[src/rtl/kpad_pkg.sv]
`timescale 1ns/1ps
package kpad_pkg;
  localparam int RATE_BYTES = 136;
  localparam logic [7:0] PAD_HEAD = 8'h01;
  localparam logic [7:0] PAD_TAIL = 8'h80;
endpackage

[src/rtl/kpad_rst_sync.sv]
`timescale 1ns/1ps
module kpad_rst_sync #(
  parameter int STAGES = 2
) (
  input  logic clk,
  input  logic rst_n,
  output logic rst_sync_n
);
  logic [STAGES-1:0] sync_q;

  always_ff @(posedge clk or negedge rst_n) begin
    if (!rst_n) sync_q <= '0;
    else        sync_q <= {sync_q[STAGES-2:0], 1'b1};
  end

  assign rst_sync_n = sync_q[STAGES-1];
endmodule

[src/rtl/kpad_byte_sel.sv]
`timescale 1ns/1ps
module kpad_byte_sel
  import kpad_pkg::*;
(
  input  logic [7:0] din,
  input  logic       rem_zero,
  input  logic       spare,
  input  logic       last_str,
  output logic [7:0] dout
);
  logic [7:0] pad_byte;

  always_comb begin
    pad_byte = (rem_zero ? PAD_HEAD : 8'h00) | (last_str ? PAD_TAIL : 8'h00);
    dout     = (rem_zero || spare) ? pad_byte : din;
  end
endmodule

[src/rtl/kpad_tracker.sv]
`timescale 1ns/1ps
module kpad_tracker
  import kpad_pkg::*;
#(
  parameter int LEN_W = 16,
  parameter int IDX_W = 8,
  parameter int REM_W = LEN_W + 2
) (
  input  logic                    clk,
  input  logic                    rst_n,
  input  logic [LEN_W-1:0]        new_len,
  input  logic                    start,
  input  logic                    fire,
  output logic                    active,
  output logic signed [REM_W-1:0] cur_rem,
  output logic [LEN_W-1:0]        cur_len,
  output logic [IDX_W-1:0]        idx,
  output logic                    rem_zero,
  output logic                    spare,
  output logic                    cont,
  output logic                    last_blk,
  output logic                    last_str
);
  localparam int POS_W = $clog2(RATE_BYTES);

  logic                    active_q, active_d;
  logic signed [REM_W-1:0] rem_q, rem_d;
  logic [LEN_W-1:0]        len_q, len_d;
  logic [POS_W-1:0]        blk_q, blk_d;
  logic                    spare_q, spare_d;
  logic                    cont_q, cont_d;
  logic [IDX_W-1:0]        idx_q, idx_d;
  logic                    upd_en;

  // current view: before a string opens, the header beat supplies the length
  always_comb begin
    cur_rem  = active_q ? rem_q : $signed({2'b00, new_len});
    cur_len  = active_q ? len_q : new_len;
    rem_zero = (cur_rem == '0);
    last_blk = (blk_q == POS_W'(RATE_BYTES - 1));
    last_str = last_blk && (spare_q || rem_zero);
  end

  always_comb begin
    upd_en   = start || fire;
    active_d = active_q;
    rem_d    = rem_q;
    len_d    = len_q;
    blk_d    = blk_q;
    spare_d  = spare_q;
    cont_d   = cont_q;
    idx_d    = idx_q;
    if (start) begin
      active_d = 1'b1;
      len_d    = new_len;
      rem_d    = cur_rem;
    end
    if (fire) begin
      rem_d   = cur_rem - REM_W'(1);
      blk_d   = last_blk ? '0 : blk_q + POS_W'(1);
      spare_d = (spare_q || rem_zero) && !last_str;
      cont_d  = last_blk ? !last_str : cont_q;
      if (last_str) begin
        active_d = 1'b0;
        idx_d    = idx_q + IDX_W'(1);
      end
    end
  end

  always_ff @(posedge clk or negedge rst_n) begin
    if (!rst_n) begin
      active_q <= 1'b0;
      rem_q    <= '0;
      len_q    <= '0;
      blk_q    <= '0;
      spare_q  <= 1'b0;
      cont_q   <= 1'b0;
      idx_q    <= '0;
    end else if (upd_en) begin
      active_q <= active_d;
      rem_q    <= rem_d;
      len_q    <= len_d;
      blk_q    <= blk_d;
      spare_q  <= spare_d;
      cont_q   <= cont_d;
      idx_q    <= idx_d;
    end
  end

  assign active = active_q;
  assign spare  = spare_q;
  assign cont   = cont_q;
  assign idx    = idx_q;

  // remaining count steps down by one per byte sent
  p_rem_step_r1: assert property (@(posedge clk) disable iff (!rst_n)
    (fire && !last_str) |=> (rem_q == $past(cur_rem) - REM_W'(1)));
  // spare tail never overlaps the zero-remaining byte
  p_spare_excl_r6: assert property (@(posedge clk) disable iff (!rst_n)
    spare_q |-> !rem_zero);
  // index rises by exactly one at a string boundary
  p_idx_step_r8: assert property (@(posedge clk) disable iff (!rst_n)
    (fire && last_str) |=> (idx_q == $past(idx_q) + IDX_W'(1)));
  // length held for the whole string
  p_len_hold_r9: assert property (@(posedge clk) disable iff (!rst_n)
    (active_q && !(fire && last_str)) |=> (len_q == $past(len_q)));
  // a new string starts on a fresh, non-continuing block
  p_cont_first_r10: assert property (@(posedge clk) disable iff (!rst_n)
    (fire && last_str) |=> (!cont_q && blk_q == '0 && !spare_q));
endmodule

[src/rtl/kpad_stream.sv]
`timescale 1ns/1ps
module kpad_stream
  import kpad_pkg::*;
#(
  parameter int LEN_W = 16,
  parameter int IDX_W = 8
) (
  input  logic                    clk,
  input  logic                    rst_n,
  input  logic                    in_valid,
  output logic                    in_ready,
  input  logic [7:0]              in_data,
  input  logic [LEN_W-1:0]        in_len,
  input  logic                    in_last,
  output logic                    out_valid,
  input  logic                    out_ready,
  output logic [7:0]              out_data,
  output logic [IDX_W-1:0]        out_idx,
  output logic signed [LEN_W+1:0] out_rem,
  output logic [LEN_W-1:0]        out_len,
  output logic                    out_last_blk,
  output logic                    out_last_str,
  output logic                    out_cont,
  output logic                    out_spare
);
  localparam int REM_W = LEN_W + 2;

  logic                    rst_sync_n;
  logic                    active, start, fire, is_data, empty_hdr;
  logic signed [REM_W-1:0] cur_rem;
  logic [LEN_W-1:0]        cur_len;
  logic [IDX_W-1:0]        idx;
  logic                    rem_zero, spare, cont, last_blk, last_str;

  kpad_rst_sync #(.STAGES(2)) u_rst (
    .clk(clk), .rst_n(rst_n), .rst_sync_n(rst_sync_n)
  );

  kpad_tracker #(.LEN_W(LEN_W), .IDX_W(IDX_W), .REM_W(REM_W)) u_trk (
    .clk(clk), .rst_n(rst_sync_n), .new_len(in_len), .start(start),
    .fire(fire), .active(active), .cur_rem(cur_rem), .cur_len(cur_len),
    .idx(idx), .rem_zero(rem_zero), .spare(spare), .cont(cont),
    .last_blk(last_blk), .last_str(last_str)
  );

  kpad_byte_sel u_sel (
    .din(in_data), .rem_zero(rem_zero), .spare(spare),
    .last_str(last_str), .dout(out_data)
  );

  always_comb begin
    is_data   = !cur_rem[REM_W-1] && !rem_zero;
    empty_hdr = !active && (in_len == '0);
    if (active) begin
      out_valid = is_data ? in_valid : 1'b1;
      in_ready  = is_data && out_ready;
    end else begin
      out_valid = in_valid && !empty_hdr;
      in_ready  = empty_hdr || out_ready;
    end
    fire  = out_valid && out_ready;
    start = !active && in_valid && in_ready;
  end

  assign out_idx      = idx;
  assign out_rem      = cur_rem;
  assign out_len      = cur_len;
  assign out_last_blk = last_blk;
  assign out_last_str = last_str;
  assign out_cont     = cont;
  assign out_spare    = spare;

  // end marker must accompany the final data byte
  p_end_marker_r1: assert property (@(posedge clk) disable iff (!rst_sync_n)
    (fire && is_data && cur_rem == REM_W'(1)) |-> in_last);
  // a zero-length header carries the end marker
  p_empty_hdr_r5: assert property (@(posedge clk) disable iff (!rst_sync_n)
    (start && empty_hdr) |-> in_last);
  // after a padding byte starts, the next cycle still refuses input until the string ends
  p_pad_refuse_r11: assert property (@(posedge clk) disable iff (!rst_sync_n)
    (fire && !is_data && !last_str) |=> !in_ready);
  // a stalled padding byte holds its value and tags
  p_pad_hold_r12: assert property (@(posedge clk) disable iff (!rst_sync_n)
    (out_valid && !out_ready && active && !is_data) |=>
      (out_valid && $stable(out_data) && $stable(out_rem)));
endmodule

[config.mk]
export PLATFORM = sky130hd
export DESIGN_NAME = kpad_stream
export DESIGN_NICKNAME = d
export VERILOG_FILES = /design/src/rtl/kpad_pkg.sv /design/src/rtl/kpad_rst_sync.sv /design/src/rtl/kpad_byte_sel.sv /design/src/rtl/kpad_tracker.sv /design/src/rtl/kpad_stream.sv
export SDC_FILE = /design/constraint.sdc
export NUM_CORES = 1
export LEC_CHECK = 0
export BUFFER_PORTS_ARGS = -buffer_cell sky130_fd_sc_hd__buf_2
export CAP_MARGIN = 0
export CORE_ASPECT_RATIO = 1.4
export CORE_MARGIN = 10
export CORE_UTILIZATION = 35
export CTS_CLUSTER_SIZE = 8
export DETAILED_ROUTE_END_ITERATION = 10
export GPL_TIMING_DRIVEN = 0
export PLACE_DENSITY = 0.64
export SLEW_MARGIN = 0
export SYNTH_ARGS = -nofsm -noshare
export SYNTH_HDL_FRONTEND = slang
export SYNTH_SLANG_ARGS = --single-unit
[constraint.sdc]
create_clock -name clk -period 7.65 [get_ports clk]
set_clock_uncertainty 0.1 [all_clocks]
set_input_delay 1.53 -clock clk [delete_from_list [all_inputs] [get_ports clk]]
set_output_delay 1.53 -clock clk [all_outputs]
set_load 0.01 [all_outputs]
==> results of run 1 <==
[power by group]
part           switching, W  leakage (nW)  internal (W)
logic              0.000143          1.21      0.000116
registers         0.0000437         0.683      0.000343
clock network      0.000106        0.0781      0.000155
total              0.000293          1.97      0.000615
[flip-flops by register name (all words and copies together), names as in the netlist]
name	count
u_trk.rem_q	18
u_trk.len_q	16
u_trk.blk_q	8
u_trk.idx	8
u_rst.sync_q	2
u_trk.active	1
u_trk.cont	1
u_trk.spare	1
[worst min-delay path by stage]
| stage | start | endpoint | slack, ns | cells after the start |
|---|---|---|---|---|
| 3_5_place_dp | u_rst.sync_q[1]$_DFF_PN0_ | u_trk.idx[0]$_DFFE_PN0P_ | 0.20 | 0 |
| 3_3_place_gp | u_rst.sync_q[0]$_DFF_PN0_ | u_rst.sync_q[1]$_DFF_PN0_ | 0.24 | 0 |
| 5_1_grt | u_rst.sync_q[1]$_DFF_PN0_ | u_trk.idx[0]$_DFFE_PN0P_ | 0.24 | 0 |
| 2_1_floorplan | u_rst.sync_q[0]$_DFF_PN0_ | u_rst.sync_q[1]$_DFF_PN0_ | 0.23 | 0 |
| 6_report | u_rst.sync_q[1]$_DFF_PN0_ | u_trk.idx[0]$_DFFE_PN0P_ | 0.18 | 0 |
| 4_1_cts | u_rst.sync_q[1]$_DFF_PN0_ | u_trk.idx[0]$_DFFE_PN0P_ | 0.21 | 0 |
[synthesized netlist by cell type (all sizes together), types with 2 or more instances]
cell / instances
a211oi: 2
a21o: 2
a21oi: 10
a221o: 3
a31oi: 3
a41oi: 3
and2: 12
and3: 8
and4: 2
buf: 10
clkbuf: 7
dfrtp: 55
ha: 3
inv: 13
mux2: 21
mux2i: 4
nand2: 86
nand2b: 5
nand3: 15
nand4: 7
nor2: 11
nor3: 18
nor4: 8
nor4b: 3
o21a: 3
o21ai: 8
o22ai: 5
o32ai: 4
xnor2: 10
xor2: 5
[per-stage QoR]
stage | power, W | util [%] | worst slack, ns
final | 0.0009071 | 44.33 | 2.335
after floorplan | 0.0005513 | - | 2.800
after global placement | 0.0006443 | 42.30 | 2.337
after detailed placement | 0.0006543 | 42.54 | 2.339
after CTS | 0.0009148 | 44.33 | 2.327
after global routing | 0.0009584 | 44.33 | 2.166
[cell families (layout without fill, tap and decap cells)]
family                     count (synthesis)  after routing
adders and majority gates                  3              3
other                                      1              1
xor gates and xnor gates                  15             15
buffers and inverters                     30            122
AOI/OAI and AO/OA                         55             55
DFF                                       55             55
and+or+nand+nor                          182            182
muxes                                     25             25
[layout make-up]
class / instances / area (um^2)
fillers: 906 / 5055
multi-input cells: 281 / 1789
clock inverters: 1 / 30.03
inverters: 13 / 48.80
well taps: 107 / 133.9
clock buffers: 7 / 132.6
plain buffers: 17 / 77.57
repair buffers: 84 / 435.4
flip-flops and latches: 55 / 1378
[worst reg2reg max path: cells and delay by family (launching register included)]
kind | cells | cell delay [ns]
AND/OR/NAND/NOR | 2 | 0.97
buffers and inverters | 3 | 0.94
AO/OA/AOI/OAI | 2 | 0.25
flip-flops | 1 | 0.47
multiplexers | 1 | 0.36
[routing by layer]
layer	global-route usage, %	vias up	wire, um
met1	17.28	1471	4250
met5	0	-	0
met2	26.98	89	5339
met3	3.677	13	633
met4	5.818	0	201
li1	-	1491	-
==> run_results.csv, run 1 <==
group,metric,value,unit
cells_and_area,final_common_cell,"buf_2",
logic_synthesis,synth-main-ff-cell,"dfrtp_1",
worst_setup_path,worst_r2r_endpoint,"u_trk.rem_q[12]$_DFFE_PN0P_",
clock_network,clockBufferDepth,2,
placement,dp_cells,557,
worst_setup_path,cpMostUsedCell,"buf_2",
worst_setup_path,slowest_stage,"or4_1",
worst_setup_path,crit_end,"out_data[7]",
timing,tightest_slew,0.9553,ns
timing,rsz0062_at_grt,"false",
logic_synthesis,synthArstFlopShare,100.0,%
logic_synthesis,syn_inst,366,
logic_synthesis,yosysWarningCount,0,
clock_network,clock_latency,0.30,ns
timing,timing.fmax,188.2,MHz
worst_setup_path,reg2reg_from,"u_trk.active$_DFFE_PN0P_",
cells_and_area,drive_gt1_share,27.95,%
route,drtAntennaViolNets,0,
floorplan,rows,41,
pwr,power_density,225.4,nW/um^2
logic_synthesis,synthMuxAreaShare,8.400,%
floorplan,die_y,134.8,um
worst_setup_path,rrSetupSlack,4.43,ns
clock_network,htreeDepth,2,
global_route,antenna_found_initial,0,
clock_network,clkTransAtPathRegs,0.07,ns
floorplan,die_area,13740,um^2
timing,layout_min_cycle_time,5.315,ns
logic_synthesis,yosys.area.top_type_share,41.81,%
route,drt_wl_total,10430,um
clock_network,cts_tree,"built",
route,drt_iter0_drc,211,
clock_network,root_buffer,"clkbuf_16",
placement,gp_congestion,0.9296,
pwr,leakage,1.968,nW
timing,slew_viol_final,0,
clock_network,cts_setup_buffers,0,
timing,timing.hold.ws,0.1806,ns
placement,place_area,3862,um^2
cells_and_area,antenna_cells,0,
clock_network,cts.sinks,55,
timing,setup_viol,0,
global_route,grt_remaining_overflow,0,
logic_synthesis,synth_top_family_by_area,"simple AND/OR/NAND/NOR gates",
logic_synthesis,synthSimpleGateAreaFrac,27.37,%
worst_setup_path,crit_type,"in2out",
hold_path,hold_path_class,"reg2async",
clock_network,cts_resized,0,
logic_synthesis,syn_area,3292,um^2
logic_synthesis,synth.distinct_cells,58,
placement,hpwl,8143,um
logic_synthesis,synth_nets,398,
logic_synthesis,synth-edff-count,0,
clock_network,hold_buffers,0,
flow_run,drv_cap,0,
logic_synthesis,synthAdderAreaFrac,1.140,%
logic_synthesis,synth_compound_area_share,13.34,%
worst_setup_path,cp_slowest_stage_delay,0.62,ns
run_status,status,"completed",
worst_setup_path,end_kind,"primary output",
logic_synthesis,seq_area_frac_synth,41.81,%
timing,finalHoldViolCount,0,
route,drtPass1Iterations,4,
route,wl_per_cell,18.45,um
worst_setup_path,cp.depth,7,
cells_and_area,area_delta_synth_final,22.27,%
timing,min_period_over_period,69.47,%
worst_setup_path,path_cells,"buf_2, or4_1, a2111oi_4, a41oi_2, nor2_2, a21o_1, buf_2",
floorplan,ios,85,
global_route,grt_start_max_net_pins,30,
route,routed_via_density,5.423,
route,vias,3064,
worst_setup_path,crit_buf_inv,2,
cells_and_area,fin_nets,489,
placement,port_buffers,83,
timing,fin_tns_setup,0,ns
worst_setup_path,worstPathRequired,6.02,ns
pwr,ir_drop,0.0001351,V
global_route,grt_pass1_wl,16710,um
logic_synthesis,syn_avg_cell_area,8.994,um^2
worst_setup_path,arrival,3.68,ns
logic_synthesis,yosys.area_share.xor_xnor,3.991,%
logic_synthesis,ys_ff_latch,55,
worst_setup_path,worstSetupStartpointType,"input port",
floorplan,start_util,36.25,%
cells_and_area,fin_cells,565,
global_route,grt_pass1_vias,3122,
logic_synthesis,synth_area_leaders,"dfrtp_1 42%, nand2_1 9.8%, mux2_2 6.8%",
route,drcViolationCount,0,
global_route,track_usage,15.35,%
worst_setup_path,cp_max_fo,10,
clock_network,numCtsBuffers,5,
floorplan,die_w,102.0,um
worst_setup_path,r2r_cells,8,
worst_setup_path,crit_path_start,"in_len[12]",
floorplan,core-area,9080,um^2
logic_synthesis,yosysTopAreaCell,"dfrtp_1",
cells_and_area,final_area,4025,um^2
cells_and_area,final_cell_mix,"88 x buf_2, 86 x nand2_1, 54 x dfrtp_1",
timing,relSlewSlack,35.82,%
worst_setup_path,cp_top_family,"simple AND/OR/NAND/NOR gates",
Note: power is estimated with default switching activity, not from simulation.
==> inputs of run 2 (changes only) <==
- PLACE_DENSITY: 0.64 -> 0.66
- clock period: 7.65 -> 4.46 ns (I/O delays scaled with it)
==> run_results.csv, run 2 (same netlist as run 1, synthesis figures left out) <==
group,metric,value,unit
clock_network,hold_buffers,0,
floorplan,die_area,13740,um^2
floorplan,start_util,36.25,%
floorplan,die_y,134.8,um
route,drtPass1Iterations,5,
route,vias,3104,
worst_setup_path,arrival,3.09,ns
timing,tightest_slew,0.9282,ns
timing,worst_slack,0.3748,ns
worst_setup_path,crit_buf_inv,2,
route,drt_iter0_drc,244,
cells_and_area,top_register,"u_trk.rem_q",
placement,hpwl,8068,um
timing,finalHoldViolCount,0,
run_status,status,"completed",
worst_setup_path,end_kind,"primary output",
route,routed_via_density,5.494,
pwr,leakage,1.957,nW
worst_setup_path,worstSetupStartpointType,"input port",
global_route,antenna_found_initial,0,
clock_network,htreeDepth,2,
cells_and_area,drive_gt1_share,28.17,%
flow_run,drv_cap,0,
global_route,grt_pass1_vias,3158,
clock_network,clock_latency,0.30,ns
timing,layout_min_cycle_time,4.085,ns
cells_and_area,area_delta_synth_final,21.63,%
global_route,grt_remaining_overflow,0,
placement,port_buffers,83,
cells_and_area,antenna_cells,0,
clock_network,clockBufferDepth,2,
floorplan,ios,85,
worst_setup_path,worstPathRequired,3.47,ns
cells_and_area,largest_registers,"u_trk.rem_q (18), u_trk.len_q (16)",
route,drcViolationCount,0,
cells_and_area,fin_nets,489,
route,wl_per_cell,18.30,um
placement,pre_cts_slack,0.4337,ns
timing,rsz0062_at_grt,"false",
worst_setup_path,cp_max_fo,10,
hold_path,hold_path_class,"reg2async",
floorplan,die_w,102.0,um
worst_setup_path,path_cells,"buf_2, or4_1, a2111oi_4, a41oi_2, nor2_2, a21o_1, buf_2",
worst_setup_path,cp_slowest_stage_delay,0.62,ns
clock_network,cts_tree,"built",
timing,min_period_over_period,91.60,%
global_route,track_usage,15.03,%
floorplan,rows,41,
worst_setup_path,crit_type,"in2out",
placement,gp_congestion,0.9077,
clock_network,root_buffer,"clkbuf_16",
cells_and_area,final_cell_mix,"88 x buf_2, 86 x nand2_1, 54 x dfrtp_1",
pwr,power_density,374.8,nW/um^2
cells_and_area,fill_cells,909,
pwr,ir_drop,0.0001664,V
cells_and_area,multiInputGateArea,1789,um^2
floorplan,core-area,9080,um^2
timing,slew_viol_final,0,
timing,fin_tns_setup,0,ns
worst_setup_path,slowest_stage,"or4_1",
worst_setup_path,cpMostUsedCell,"buf_2",
global_route,grt_start_max_net_pins,31,
route,drtAntennaViolNets,0,
clock_network,cts_setup_buffers,0,
cells_and_area,largest_reg_flops,18,
timing,timing.fmax,244.8,MHz
timing,relSlewSlack,37.64,%
route,drt_wl_total,10340,um
cells_and_area,seq_area,1378,um^2
clock_network,numCtsBuffers,5,
timing,setup_viol,0,
clock_network,cts.sinks,55,
cells_and_area,final_common_cell,"buf_2",
clock_network,clkTransAtPathRegs,0.07,ns
worst_setup_path,cp_top_family,"simple AND/OR/NAND/NOR gates",
global_route,grt_pass1_wl,16530,um
clock_network,cts_resized,0,
## run 2: changes by cell type in the layout (fill, tap and decap cells not counted)
cell	previous run	this run
bufinv_16	1	0
clkbuf_1	9	8
clkinv_2	0	1
clkinvlp_4	0	1
## run 2: final timing paths
| check | start | to | slack (ns) | cells past startpoint |
|---|---|---|---|---|
| worst max-delay path | in_len[12] | out_data[7] | 0.37 | 7 |
| worst max register to register | u_trk.active$_DFFE_PN0P_ | u_trk.rem_q[12]$_DFFE_PN0P_ | 1.26 | 8 |
| max in group asynchronous | u_rst.sync_q[1]$_DFF_PN0_ | u_trk.len_q[1]$_DFFE_PN0P_ | 3.52 | 1 |
| min in group clk | u_rst.sync_q[0]$_DFF_PN0_ | u_rst.sync_q[1]$_DFF_PN0_ | 0.25 | 0 |
| worst min-delay path | u_rst.sync_q[1]$_DFF_PN0_ | u_trk.rem_q[11]$_DFFE_PN0P_ | 0.16 | 0 |
| worst min register to register | u_rst.sync_q[1]$_DFF_PN0_ | u_trk.rem_q[11]$_DFFE_PN0P_ | 0.16 | 0 |
## run 2: final cells by class
cell class	count	area share, %
clock buffers	6	3.219
multi-input cells	281	44.69
clock inverters	2	0.3125
flip-flops and latches	55	34.41
plain buffers	17	1.938
inverters	13	1.219
repair buffers	84	10.88
well taps	107	3.344
## run 2: metal layers
layer / track usage (%) / up-vias / part of all wire, %
met3: 3.626 / 13 / 7.2
met1: 16.92 / 1475 / 40
met2: 26.26 / 122 / 50
met5: 0 / - / 0
li1: - / 1494 / -
met4: 5.975 / 0 / 2.1
## run 2: worst reg2reg max path, cell delays in order, from the launching register on
cell and delay, ns:
dfrtp_1 0.46, buf_2 0.29, buf_1 0.48, mux2i_1 0.36, inv_1 0.16, nor3_1 0.78, nand4_1 0.19, o22ai_1 0.17
a21oi_1 0.06
## run 2: power breakdown
group          switching [W]  internal [W]
logic               0.000245      0.000199
clock network       0.000186      0.000208
registers          0.0000744      0.000589
total               0.000505      0.000996
## run 2: stage by stage
| step | area [um^2] | hold slack, ns | utilization [%] | instances | total power [W] |
|---|---|---|---|---|---|
| detailed placement | 3862 | 0.1815 | 42.54 | 557 | 0.001122 |
| CTS | 4004 | 0.1844 | 44.10 | 565 | 0.001512 |
| floorplan | 3292 | 0.2312 | - | 366 | 0.0009457 |
| finish | 4004 | 0.1650 | 44.10 | 565 | 0.001501 |
| global route | 4004 | 0.2129 | 44.10 | 565 | 0.001590 |
| global placement | 3841 | 0.2372 | 42.30 | 556 | 0.001104 |
